[src/rtl/fpcond_pkg.sv]
package fpcond_pkg;

  typedef enum logic [1:0] {
    OP_BRANCH = 2'd0,
    OP_LOOP   = 2'd1,
    OP_SET    = 2'd2,
    OP_TRAP   = 2'd3
  } fpc_op_e;

  localparam int FLAG_NAN  = 0;
  localparam int FLAG_INF  = 1;
  localparam int FLAG_ZERO = 2;
  localparam int FLAG_NEG  = 3;
  localparam int FLAG_W    = 4;
  localparam int BASE_CODES = 16;

  // Result of one of the sixteen base predicate codes.
  function automatic logic base_pred(input logic [3:0] code,
                                     input logic nan, input logic zero,
                                     input logic neg);
    logic r;
    case (code)
      4'h0: r = 1'b0;
      4'h1: r = zero;
      4'h2: r = !neg && !zero && !nan;
      4'h3: r = zero || (!neg && !nan);
      4'h4: r = neg && !nan && !zero;
      4'h5: r = (neg && !nan) || zero;
      4'h6: r = !nan && !zero;
      4'h7: r = !nan;
      4'h8: r = nan;
      4'h9: r = nan || zero;
      4'hA: r = nan || (!neg && !zero);
      4'hB: r = nan || zero || !neg;
      4'hC: r = nan || (neg && !zero);
      4'hD: r = nan || zero || neg;
      4'hE: r = !zero;
      default: r = 1'b1;
    endcase
    return r;
  endfunction

endpackage

[src/rtl/fpcond_pred_eval.sv]
module fpcond_pred_eval
  import fpcond_pkg::*;
#(
  parameter int PRED_W = 6
) (
  input  logic [PRED_W-1:0] pred,
  input  logic [FLAG_W-1:0] flags,
  output logic              cond,
  output logic              illegal
);
  localparam int RSV_LSB = 5;

  logic [BASE_CODES-1:0] hits;
  logic nan_f, zero_f, neg_f;

  assign nan_f  = flags[FLAG_NAN];
  assign zero_f = flags[FLAG_ZERO];
  assign neg_f  = flags[FLAG_NEG];

  // One evaluator per base code; bit 4 of the predicate is a mirror.
  for (genvar g = 0; g < BASE_CODES; g++) begin : g_code
    assign hits[g] = base_pred(4'(g), nan_f, zero_f, neg_f);
  end

  assign illegal = |pred[PRED_W-1:RSV_LSB];
  assign cond    = illegal ? 1'b0 : hits[pred[3:0]];

  always_comb begin
    if (pred[3:0] == 4'hF && !illegal)
      assert_true_code_R3: assert (cond);
    if (pred[3:0] == 4'h0)
      assert_false_code_R3: assert (!cond);
  end

endmodule

[src/rtl/fpcond_decide.sv]
module fpcond_decide
  import fpcond_pkg::*;
#(
  parameter int CNT_W    = 32,
  parameter int LOOP_W   = 16,
  parameter int VEC_W    = 8,
  parameter int TRAP_VEC = 7,
  parameter int MODE_W   = 3,
  parameter int SKIP_W   = 2,
  parameter int BYTE_W   = 8
) (
  input  fpc_op_e           op,
  input  logic              cond,
  input  logic [CNT_W-1:0]  count,
  input  logic [MODE_W-1:0] trap_mode,
  output logic              take,
  output logic [CNT_W-1:0]  count_nxt,
  output logic [BYTE_W-1:0] set_byte,
  output logic              trap,
  output logic [VEC_W-1:0]  trap_vec,
  output logic [SKIP_W-1:0] skip,
  output logic              bad_mode
);
  localparam logic [LOOP_W-1:0] LOOP_END = '1;
  localparam logic [MODE_W-1:0] MODE_WORD = MODE_W'(2);
  localparam logic [MODE_W-1:0] MODE_LONG = MODE_W'(3);
  localparam logic [MODE_W-1:0] MODE_NONE = MODE_W'(4);

  logic [LOOP_W-1:0] low_dec;
  logic [CNT_W-1:0]  loop_cnt;

  assign low_dec = count[LOOP_W-1:0] - 1'b1;

  generate
    if (CNT_W > LOOP_W) begin : g_upper
      assign loop_cnt = {count[CNT_W-1:LOOP_W], low_dec};
    end else begin : g_flat
      assign loop_cnt = low_dec;
    end
  endgenerate

  always_comb begin
    take      = 1'b0;
    count_nxt = count;
    set_byte  = '0;
    trap      = 1'b0;
    trap_vec  = '0;
    skip      = '0;
    bad_mode  = 1'b0;
    unique case (op)
      OP_BRANCH: take = cond;
      OP_LOOP: begin
        if (!cond) begin
          count_nxt = loop_cnt;
          take      = (low_dec != LOOP_END);
        end
      end
      OP_SET: set_byte = cond ? '1 : '0;
      OP_TRAP: begin
        case (trap_mode)
          MODE_WORD: skip = SKIP_W'(1);
          MODE_LONG: skip = SKIP_W'(2);
          MODE_NONE: skip = '0;
          default:   bad_mode = 1'b1;
        endcase
        trap     = cond;
        trap_vec = cond ? VEC_W'(TRAP_VEC) : '0;
      end
      default: ;
    endcase
  end

  always_comb begin
    if (op == OP_SET)
      assert_set_byte_R9: assert (set_byte == (cond ? {BYTE_W{1'b1}} : {BYTE_W{1'b0}}));
    if (op == OP_TRAP && bad_mode)
      assert_bad_skip_R10: assert (skip == '0);
  end

endmodule

[src/rtl/fpcond_unit.sv]
module fpcond_unit
  import fpcond_pkg::*;
#(
  parameter int PRED_W   = 6,
  parameter int CNT_W    = 32,
  parameter int LOOP_W   = 16,
  parameter int VEC_W    = 8,
  parameter int TRAP_VEC = 7,
  parameter int MODE_W   = 3,
  parameter int SKIP_W   = 2,
  parameter int BYTE_W   = 8
) (
  input  logic              clk,
  input  logic              rst_n,
  input  logic              in_valid,
  output logic              in_ready,
  input  logic [1:0]        in_op,
  input  logic [PRED_W-1:0] in_pred,
  input  logic [FLAG_W-1:0] in_flags,
  input  logic [CNT_W-1:0]  in_count,
  input  logic [MODE_W-1:0] in_trap_mode,
  output logic              out_valid,
  input  logic              out_ready,
  output logic              out_cond,
  output logic              out_take,
  output logic [CNT_W-1:0]  out_count,
  output logic [BYTE_W-1:0] out_set_byte,
  output logic              out_trap,
  output logic [VEC_W-1:0]  out_trap_vec,
  output logic [SKIP_W-1:0] out_skip_words,
  output logic              out_illegal_pred,
  output logic              out_bad_mode
);
  logic              cond_w, illegal_w, take_w, trap_w, bad_w;
  logic [CNT_W-1:0]  count_w;
  logic [BYTE_W-1:0] byte_w;
  logic [VEC_W-1:0]  vec_w;
  logic [SKIP_W-1:0] skip_w;
  logic              accept;

  fpcond_pred_eval #(.PRED_W(PRED_W)) u_eval (
    .pred    (in_pred),
    .flags   (in_flags),
    .cond    (cond_w),
    .illegal (illegal_w)
  );

  fpcond_decide #(
    .CNT_W(CNT_W), .LOOP_W(LOOP_W), .VEC_W(VEC_W), .TRAP_VEC(TRAP_VEC),
    .MODE_W(MODE_W), .SKIP_W(SKIP_W), .BYTE_W(BYTE_W)
  ) u_decide (
    .op        (fpc_op_e'(in_op)),
    .cond      (cond_w),
    .count     (in_count),
    .trap_mode (in_trap_mode),
    .take      (take_w),
    .count_nxt (count_w),
    .set_byte  (byte_w),
    .trap      (trap_w),
    .trap_vec  (vec_w),
    .skip      (skip_w),
    .bad_mode  (bad_w)
  );

  assign in_ready = !out_valid || out_ready;
  assign accept   = in_valid && in_ready;

  always_ff @(posedge clk) begin
    if (!rst_n) begin
      out_valid <= 1'b0;
    end else if (in_ready) begin
      out_valid <= in_valid;
    end
  end

  always_ff @(posedge clk) begin
    if (!rst_n) begin
      out_cond         <= 1'b0;
      out_take         <= 1'b0;
      out_count        <= '0;
      out_set_byte     <= '0;
      out_trap         <= 1'b0;
      out_trap_vec     <= '0;
      out_skip_words   <= '0;
      out_illegal_pred <= 1'b0;
      out_bad_mode     <= 1'b0;
    end else if (accept) begin
      out_cond         <= cond_w;
      out_take         <= take_w;
      out_count        <= count_w;
      out_set_byte     <= byte_w;
      out_trap         <= trap_w;
      out_trap_vec     <= vec_w;
      out_skip_words   <= skip_w;
      out_illegal_pred <= illegal_w;
      out_bad_mode     <= bad_w;
    end
  end

  assert_reset_idle_R13: assert property (@(posedge clk)
    !rst_n |=> !out_valid);

  assert_accept_latency_R12: assert property (@(posedge clk) disable iff (!rst_n)
    accept |=> out_valid);

  assert_hold_stable_R12: assert property (@(posedge clk) disable iff (!rst_n)
    out_valid && !out_ready |=> out_valid && $stable(out_cond) && $stable(out_take)
      && $stable(out_count) && $stable(out_trap) && $stable(out_set_byte));

  assert_loop_decrement_R8: assert property (@(posedge clk) disable iff (!rst_n)
    accept && in_op == 2'd1 && !cond_w |=>
      out_count[LOOP_W-1:0] == LOOP_W'($past(in_count[LOOP_W-1:0]) - 1'b1));

  assert_trap_vector_R11: assert property (@(posedge clk) disable iff (!rst_n)
    out_valid && out_trap |-> out_trap_vec == VEC_W'(TRAP_VEC));

  assert_reserved_false_R2: assert property (@(posedge clk) disable iff (!rst_n)
    out_valid && out_illegal_pred |-> !out_cond && !out_trap);

endmodule

[config.mk]
export PLATFORM = sky130hd
export DESIGN_NAME = fpcond_unit
export DESIGN_NICKNAME = d
export VERILOG_FILES = /design/src/rtl/fpcond_pkg.sv /design/src/rtl/fpcond_pred_eval.sv /design/src/rtl/fpcond_decide.sv /design/src/rtl/fpcond_unit.sv
export SDC_FILE = /design/constraint.sdc
export NUM_CORES = 1
export LEC_CHECK = 0
export ABC_AREA = 1
export BUFFER_PORTS_ARGS = -buffer_cell sky130_fd_sc_hd__buf_2
export CORE_MARGIN = 2
export CORE_UTILIZATION = 50
export CTS_CLUSTER_SIZE = 40
export DETAILED_ROUTE_END_ITERATION = 10
export PLACE_DENSITY = 0.85
export SETUP_SLACK_MARGIN = 0.02
export SYNTH_ARGS = -nofsm -noshare
export SYNTH_HDL_FRONTEND = slang
export SYNTH_SLANG_ARGS = --single-unit
[constraint.sdc]
create_clock -name clk -period 3.51 [get_ports clk]
set_input_delay 0.351 -clock clk [delete_from_list [all_inputs] [get_ports clk]]
set_output_delay 0.351 -clock clk [all_outputs]
set_load 0.05 [all_outputs]
# Word level (Yosys, flattened, before mapping)
# Index checks and enable logic that the tools add are counted.
[word_totals]
output_inout_bits = 57
register_bits = 56
inputBits = 51
word_cells = 57
[op_classes]
reduce_logical = 22
n_mux = 16
n_lt_le_gt_ge = 1
n_eq_ne = 7
n_addsub = 1
[op_table]
columns = ["op", "n"]
rows = [
  ["2-to-1 mux 16 bit", 2],
  ["2-to-1 mux 8 bit", 3],
  ["!= test 16 bit, second input constant", 1],
  ["subtractor 16 x 1 -> 16 bit, second input constant", 1],
  ["logical AND 1 bit", 8],
  ["logical OR 1 bit", 8],
  ["== test 3 x 2 -> 1 bit, second input constant", 2],
  ["2-to-1 mux 1 bit", 6],
  ["< comparator 4 x 5 -> 1 bit, second input constant", 1],
  ["binary-select mux 1 bit (select 4 bit)", 1],
  ["== test 2 bit, second input constant", 2],
  ["zero test 1 bit", 4],
  ["one-hot mux 2 bit (2 select lines)", 1],
  ["== test 3 bit, second input constant", 1],
  ["2-to-1 mux 3 bit", 1],
  ["OR reduction 3 bit", 1],
  ["== test 2 x 1 -> 1 bit, second input constant", 1],
  ["zero test 2 bit", 1],
  ["2-to-1 mux 2 bit", 1],
  ["one-hot mux 1 bit (2 select lines)", 1],
]

# Depth between registers and ports, before layout
# Gate-level depths: netlist of run 1.
[depth]
ltp_word = 8
ltp_mapped = 14
depth_no_buf = 14

# By module
# Synthesis of run 1 repeated with hierarchy kept, for this count alone.
[hier_totals]
cells_unflattened = 567
area_unflattened_um2 = 3562.2
[modules_own_cells]
columns = ["mod", "area_each_um2", "cells_each", "n_inst", "seq_area_each_um2"]
rows = [
  ["fpcond_unit", 2517.4, 365, 1, 1121.1],
  ["fpcond_decide", 953.4, 182, 1, 0.0],
  ["fpcond_pred_eval", 91.3, 20, 1, 0.0],
]

# Worst setup path before layout of run 1
# Ideal clock, no wire load.
[synth_path]
path_type = "register to register"
from = "register out_valid"
to = "register out_count[16]"
period_less_slack_ns = 1.896
setup_slack_ns = 1.614
path_stages_with_launch = 7
arrival_time_ns = 1.832
required_time_ns = 3.446
path_buffers = 2
path_cell_list = "dfxtp_1 nand2_1 nand2_1 clkbuf_8 clkbuf_1 o21ai_0 nor2_1"
[synth_via]
elab_chain_len = 3
[synth_lines]
columns = ["element", "line", "text"]
rows = [
  ["from (decl)", "fpcond_unit.sv:22", "output logic out_valid,"],
  ["from (signal assigned)", "fpcond_unit.sv:72", "out_valid <= in_valid;"],
  ["zero test 1 bit", "fpcond_unit.sv:65", "assign in_ready = !out_valid || out_ready;"],
  ["logical OR 1 bit", "fpcond_unit.sv:65", ""],
  ["via in_ready", "fpcond_unit.sv:16", "output logic in_ready,"],
  ["logical AND 1 bit", "fpcond_unit.sv:66", "assign accept = in_valid && in_ready;"],
  ["to (signal assigned)", "fpcond_unit.sv:90", "out_count <= count_w;"],
  ["to (decl)", "fpcond_unit.sv:26", "output logic [CNT_W-1:0] out_count,"],
]
# The timed path passes the listed nets, and every way through them passes these cells.
# A chain may end at the register's enable or synchronous reset.

# Worst setup path after layout of run 1
[layout_path]
from = "register out_valid"
to = "register out_count[3]"
[layout_via]
elab_chain_len = 3
[layout_lines]
columns = ["element", "line"]
rows = [
  ["zero test 1 bit", "fpcond_unit.sv:65"],
  ["logical OR 1 bit", "fpcond_unit.sv:65"],
  ["logical AND 1 bit", "fpcond_unit.sv:66"],
]
# No other way between the ends.

==> results of run 1 <==
==> sequential cells by signal, summed over array words and instances (netlist names) <==
| signal | flops |
|---|---|
| out_count | 32 |
| out_skip_words | 2 |
| out_bad_mode | 1 |
| out_cond | 1 |
| out_illegal_pred | 1 |
| out_set_byte | 1 |
| out_take | 1 |
| out_trap_vec | 1 |
| out_valid | 1 |
==> metrics by stage <==
step | hold slack, ns | instances
3_5_place_dp | 0.456 | 462
4_1_cts | 0.304 | 470
6_report | 0.313 | 470
2_1_floorplan | 0.489 | 337
3_3_place_gp | 0.453 | 462
5_1_grt | 0.317 | 470
==> per-layer routing <==
metal  up-vias  share of wire, %
met1      1030                44
met5         -                 0
met3         8               6.5
met4         0               1.3
met2        92                48
li1       1231                 -
==> worst max-delay path by stage <==
stage               from            end  slack [ns]  cells past startpoint
2_1_floorplan  out_valid  out_count[16]        1.61                      6
3_3_place_gp   out_ready   out_count[3]        1.29                      9
3_5_place_dp   out_ready   out_count[3]        1.24                      9
4_1_cts        out_valid   out_count[1]        1.38                      7
5_1_grt        out_valid   out_count[5]        1.09                      7
6_report       out_valid   out_count[3]        1.39                      7
==> area by class of cell <==
class / count / area (sq um)
Inverter: 26 / 100
Timing Repair Buffer: 101 / 508
Multi-Input combinational cell: 242 / 1160
Clock inverter: 1 / 30.0
Clock buffer: 7 / 86.3
Tap cell: 52 / 65.1
Sequential cell: 41 / 821
Fill cell: 406 / 1580
==> critical path: stages, from the launching register on <==
cell and delay (ns):
dfxtp_1 0.32, nand2_1 0.10, nand2_1 0.06, buf_4 0.24, inv_1 0.83, o211ai_1 0.24
o211ai_1 0.15, inv_1 0.07
==> kinds of logic (layout without fill, tap and decap cells) <==
| group | count (synthesis) | after routing | synth area share [%] |
|---|---|---|---|
| buf+inv | 54 | 135 | 12.9 |
| xor+xnor | 3 | 3 | 1.16 |
| flops | 41 | 41 | 36.3 |
| compound gates | 74 | 74 | 17.7 |
| simple gates | 159 | 159 | 31.2 |
| other cells | 1 | 5 | 0.166 |
| fa+ha+maj | 1 | 1 | 0.554 |
==> power groups by stage <==
stage,sequential [mW],combinational [mW],clock [mW]
floorplan,0.640,0.138,0
finish,0.514,0.336,0.382
global route,0.517,0.365,0.415
CTS,0.514,0.336,0.394
detailed placement,0.524,0.335,0
global placement,0.522,0.330,0
==> cells in the mapped netlist (all sizes together) <==
master | instances | area (sq um)
nor2 | 69 | 295
a31oi | 1 | 6.26
nand3 | 15 | 80.1
o211ai | 8 | 60.1
nand2 | 66 | 268
clkinv | 1 | 3.75
o21ai | 35 | 175
clkbuf | 11 | 61.3
o22ai | 1 | 6.26
nand4 | 4 | 25.0
nand3b | 5 | 37.5
xor2 | 3 | 26.3
ha | 1 | 12.5
conb | 1 | 3.75
a21oi | 28 | 144
o21bai | 1 | 7.51
inv | 25 | 96.4
dfxtp | 41 | 821
buf | 17 | 129
==> summary.md, run 1 <==
| Metric | Value |
|---|---|
| Run status | `finished clean` |
| CP max FO | `40` |
| Final routed DRC violation total | `0` |
| Grt met1 use | `26.1%` |
| Worst setup skew after layout | `0.00549 ns` |
| Distinct cell type count after synthesis | `32` |
| Most frequent cells in the layout | `buf_2 (100), nor2_1 (64), nand2_1 (62)` |
| Clock buffer depth | `2` |
| Antenna Nets Post-Route | `0` |
| Share of power burned in the clock network | `31.0%` |
| Syn Std Cell Area | `0.00226 sq mm` |
| Origin of the worst min-delay path | `in_count[29]` |
| Tmin final | `2.12 ns` |
| Placeable core region | `0.00435 sq mm` |
| Clk Latency, worst-skew pair | `0.29 ns` |
| Final count of negative-setup-slack endpoints | `0` |
| Tot GR Track Use | `21.4%` |
| Met3 GRT Util | `4.42%` |
| Critical path data required time | `3.69 ns` |
| Power per Cell Area | `444 mW/mm^2` |
| Post-synthesis to final-layout area growth | `22.8%` |
| Switching power of the nets | `0.417 mW` |
| Standard cell area after detailed placement | `0.00266 sq mm` |
| Die Y | `71.2 microns` |
| Number of placement rows | `24` |
| Non-Filler Cell Area, Final | `0.00277 sq mm` |
| Worst IR Drop VDD | `0.188 mV` |
| Post-CTS Resized | `0` |
| Setup crit start kind | `flop` |
| Routed wire per std cell | `11.2 microns` |
| Vias | `2,361` |
| Largest net degree at the start of global routing | `41` |
| Area of the die | `0.00507 sq mm` |
| Number of H-tree levels | `2` |
| Maximum achievable frequency | `0.471 GHz` |
| Routability Congestion | `0.832` |
| Starting Density | `51.9%` |
| Leading cell type in the layout, fill and taps excluded | `buf_2` |
| Worst Max-Slew Pin Slew | `1.08 ns` |
| Post-CTS Setup Repair Bufs | `0` |
| Capture instance of the worst register-to-register path | `out_count[3]` |
| Sequential fraction of design power | `41.7%` |
| Ports placed on the boundary | `108` |
| Crit path setup slack, layout | `1.39 ns` |
| Number of global-route vias before repair | `2,119` |
| Portion of the post-synthesis area used by sequential elements | `36.3%` |
| Utilization of the core after routing | `63.7%` |
| Count of cells along the worst hold path | `3` |
| Via density per instance | `5.02` |
| Leakage dissipation | `1.44 nW` |
| Most crowded layer after global routing | `met2` |
| Post-synthesis cell count | `333` |
| CTS Sinks | `41` |
| Met2 capacity usage during global routing | `37.4%` |
| Yosys warnings | `0` |
| Combinational share of power | `27.3%` |
| Number of slew-limit violations in the final report | `0` |
| Wire length of the first global-routing pass | `8.84 mm` |
| Max_slew headroom | `27.8%` |
| Final Net Count | `469` |
| Share of layout cells above drive strength 1 | `29.2%` |
| Hold EP | `out_count[29]` |
| Crit end category | `flop` |
| Arrival time at the worst endpoint | `2.30 ns` |
| Diode count | `0` |
| Setup repair after global routing missed its margin | `false` |
| Clock root buffer master | `clkbuf_8` |
| Classification of the worst setup path | `reg2reg` |
| Half-perimeter wire length after placement | `3.93 mm` |
| Worst-path clk slew | `0.07 ns` |
| Share of the clock period used by the worst path after layout | `60.5%` |
| Number of cells on the worst reg-to-reg path | `7` |
| Total routed wirelength | `5.26 mm` |
| Avg Synthesized Cell Area | `6.78 sq um` |
| Initial antenna violation count | `0` |
| CTS tree | `done` |
| Placement-stage worst setup slack | `1.24 ns` |
| Worst hold-check path type | `in2reg` |
| Setup TNS Final | `0 ns` |
| 1st-iter DRT viols | `80` |
| DRT Pass-1 Iters | `5` |
| # Max-Cap Violations | `0` |
| Setup slack, reg-to-reg | `1.39 ns` |
| Overall Power | `1.23 mW` |
| Cell Int Power | `0.815 mW` |
| R2R Path Start | `out_valid` |
| Yosys reg bits | `41` |
| Quantity of hold-fixing buffers added after cts | `0` |
| Total count of hold-check failures in the final report | `0` |
| Number of clock buffers inserted by TritonCTS | `5` |
| Count of port buffers added during placement | `100` |
| Horiz. Die Dim | `71.2 microns` |
| Sum of overflow across all layers after global routing | `0` |
| Switching part of the total | `33.8%` |
Power figures use the tool's default switching activity.
==> run 2: changes to the inputs <==
- ABC_AREA: 1 -> 0
- CORE_UTILIZATION: 50 -> 46
- PLACE_DENSITY: 0.85 -> 0.8
- clock period: 3.51 -> 2 ns (I/O delays scaled with it)
==> run 2 against run 1 <==
Effect of this change:
- flip-flop and latch count stayed put
- wire length is 1.1% higher
- first-iteration DRC count is 66% higher
- cell area is 5.4% higher
- utilization is 1.4 points lower
- register-to-register slack worse by 0.81 ns
- clock skew is 0.0044 ns higher
==> summary.md, run 2 <==
| Metric | Value |
|---|---|
| Xor/xnor share of the synthesized area | `1.17% (+0.010 points)` |
| Combinational family with the most area after synthesis | `compound AO/OA/AOI/OAI gates` |
| 1st-iter DRT viols | `133 (+66%)` |
| Largest register FFs | `32 (unchanged)` |
| Post-route non-filler standard cell count | `433 (-7.9%)` |
| Adder-cell share of the synthesized area | `0.559% (+0.0050 points)` |
| DRT Pass-1 Iters | `4 (-1)` |
| Top reg by flops | `out_count` |
| Tmin final | `1.73 ns` |
| Fraction of post-synthesis cell area in the top cell type by area | `36.7% (+0.33 points)` |
| Number of placement rows | `25 (+4.2%)` |
| Multi-input gate area in the final layout | `0.00121 sq mm (+4.4%)` |
| Crit end category | `flop` |
| Largest area contributor in the synthesized netlist | `dfxtp_1` |
| Wire length of the first global-routing pass | `8.10 mm (-8.4%)` |
| Total of fill cells in the finished design | `445 (+9.6%)` |
| Standard cell area after detailed placement | `0.00283 sq mm (+6.4%)` |
| Number of global-route vias before repair | `1,892 (-11%)` |
| Setup crit start kind | `input port` |
| Die Y | `73.8 microns (+3.6%)` |
| Worst Max-Slew Pin Slew | `0.598 ns (-0.483 ns)` |
| Largest net degree at the start of global routing | `49 (+20%)` |
| Count of flip-flops with a built-in enable after synthesis | `0 (unchanged)` |
| Post-synthesis cell count | `278 (-17%)` |
| Via density per instance | `5.31 (+5.7%)` |
| Final Net Count | `430 (-8.3%)` |
| Most frequent cell after synthesis | `nand2_1` |
| Final routed DRC violation total | `0 (unchanged)` |
| Total count of hold-check failures in the final report | `0 (unchanged)` |
| Run status | `finished clean` |
| Crit path setup slack, layout | `0.266 ns (-1.12 ns)` |
| Sequential cell area in the final layout | `822 sq um (+0.15%)` |
| Non-Filler Cell Area, Final | `0.00292 sq mm (+5.4%)` |
| Yosys reg bits | `41 (unchanged)` |
| Post-synthesis async set-or-reset flop share | `0% (unchanged)` |
| Main flop type after synthesis | `dfxtp_1` |
| Area fraction in and, or, nand and nor cells after synthesis | `23.9% (-7.3 points)` |
| Half-perimeter wire length after placement | `3.94 mm (+0.35%)` |
| Setup TNS Final | `0 ns (unchanged)` |
| Starting Density | `47.7% (-4.2 points)` |
| Worst setup skew after layout | `0.00991 ns (+0.00442 ns)` |
| Horiz. Die Dim | `73.8 microns (+3.6%)` |
| Portion of the post-synthesis area used by sequential elements | `36.7% (+0.33 points)` |
| Share of layout cells above drive strength 1 | `38.5% (+9.3 points)` |
| Arrival time at the worst endpoint | `1.95 ns (-0.35 ns)` |
| Count of port buffers added during placement | `100 (unchanged)` |
| Setup repair after global routing missed its margin | `false` |
| Compound-Gate Fraction of Synth Area | `26.2% (+8.5 points)` |
| Utilization of the core after routing | `62.3% (-1.4 points)` |
| # Max-Cap Violations | `0 (unchanged)` |
| Final count of negative-setup-slack endpoints | `0 (unchanged)` |
| Antenna Nets Post-Route | `0 (unchanged)` |
| Diode count | `0 (unchanged)` |
| Clock root buffer master | `clkbuf_8` |
| Quantity of hold-fixing buffers added after cts | `0 (unchanged)` |
| Worst hold margin | `0.155 ns (-0.158 ns)` |
| Total routed wirelength | `5.32 mm (+1.1%)` |
| Max_slew headroom | `60.1% (+32 points)` |
| Classification of the worst setup path | `in2reg` |
| Overall Power | `1.99 mW (+61%)` |
| CP max FO | `5 (-88%)` |
| Fraction of synthesized area in multiplexers | `0.950% (+0.95 points)` |
| CTS tree | `done` |
| Most frequent cells in the layout | `buf_2 (100), nand2_1 (45), dfxtp_1 (40)` |
| Top cell types by occurrence after synthesis | `nand2_1 (45), dfxtp_1 (41), o21ai_0 (22)` |
| Distinct cell type count after synthesis | `51 (+59%)` |
| Clk Latency, worst-skew pair | `0.29 ns (about the same)` |
| Worst IR Drop VDD | `0.240 mV (+27%)` |
| Yosys warnings | `0 (unchanged)` |
| Placeable core region | `0.00469 sq mm (+7.8%)` |
| Initial antenna violation count | `0 (unchanged)` |
| Clock buffer depth | `2 (unchanged)` |
| Area of the die | `0.00544 sq mm (+7.3%)` |
| Routability Congestion | `0.854 (+2.6%)` |
| Tot GR Track Use | `19.0% (-2.4 points)` |
| Sum of overflow across all layers after global routing | `0 (unchanged)` |
| Number of slew-limit violations in the final report | `0 (unchanged)` |
| Power per Cell Area | `679 mW/mm^2 (+53%)` |
| Vias | `2,299 (-2.6%)` |
| Leakage dissipation | `1.32 nW (-8.5%)` |
| Share of the clock period used by the worst path after layout | `86.7%` |
| Placed cell count | `425 (-8.0%)` |
| Leading cell type in the layout, fill and taps excluded | `buf_2` |
| Number of H-tree levels | `2 (unchanged)` |
| Main area contributors after synthesis | `dfxtp_1 (37%), nand2_1 (7.5%), a21boi_0 (6.0%)` |
| Placement-stage worst setup slack | `-0.0148 ns (-1.26 ns)` |
| Post-CTS Resized | `0 (unchanged)` |
| Post-CTS Setup Repair Bufs | `0 (unchanged)` |
| Worst hold-check path type | `in2reg` |
| Critical path data required time | `2.21 ns (-1.48 ns)` |
| Avg Synthesized Cell Area | `8.05 sq um (+19%)` |
| Leading registers by flop count | `out_count: 32 flops, out_skip_words: 2 flops` |
| Post-synthesis to final-layout area growth | `30.6%` |
| Syn Std Cell Area | `0.00224 sq mm (-0.89%)` |
| Number of clock buffers inserted by TritonCTS | `5 (unchanged)` |
| Maximum achievable frequency | `0.577 GHz` |
| CTS Sinks | `41 (unchanged)` |
| Routed wire per std cell | `12.3 microns (+9.7%)` |
| Worst-path clk slew | `0.08 ns (about the same)` |
| Ports placed on the boundary | `108 (unchanged)` |
[run 2: path summary, 6_finish.rpt]
check | start | to | slack (ns) | cells after the start
max reg2reg | out_valid | out_take | 0.58 | 5
min | in_count[24] | out_count[24] | 0.16 | 3
min reg2reg | out_count[16] | out_count[16] | 0.46 | 2
max | in_count[11] | out_count[15] | 0.27 | 6
[run 2: cell families after synthesis]
kind of cell | Yosys count
AO/OA/AOI/OAI | 88
AND/OR/NAND/NOR | 100
flip-flops | 41
buffers and inverters | 42
multiplexers | 2
XOR/XNOR | 3
other | 1
adder cells (fa/ha/maj) | 1
[run 2: power by group]
| part | internal [mW] | switching, mW |
|---|---|---|
| clock network | 0.280 | 0.278 |
| registers | 0.866 | 0.0221 |
| logic | 0.164 | 0.376 |
| total | 1.31 | 0.677 |
[run 2: critical path, stage by stage]
cell and delay [ns]:
buf_2 0.10, or4_4 0.56, or3_4 0.41, nor2_2 0.10
or4b_1 0.42, a31oi_1 0.15
[run 2: area by class of cell]
type / instances / share of cell area [%]
Timing Repair Buffer: 125 / 24.0
Clock buffer: 6 / 2.83
Inverter: 6 / 0.771
Tap cell: 54 / 2.31
Multi-Input combinational cell: 199 / 41.5
Sequential cell: 41 / 28.1
Clock inverter: 2 / 0.471
[run 2: layer usage]
metal / GRT usage (%) / vias up / part of all wire [%]
li1: - / 1190 / -
met1: 22.0 / 1037 / 44
met2: 35.0 / 70 / 50
met3: 4.12 / 2 / 5.2
met4: 4.85 / 0 / 0.51
met5: 0 / - / 0
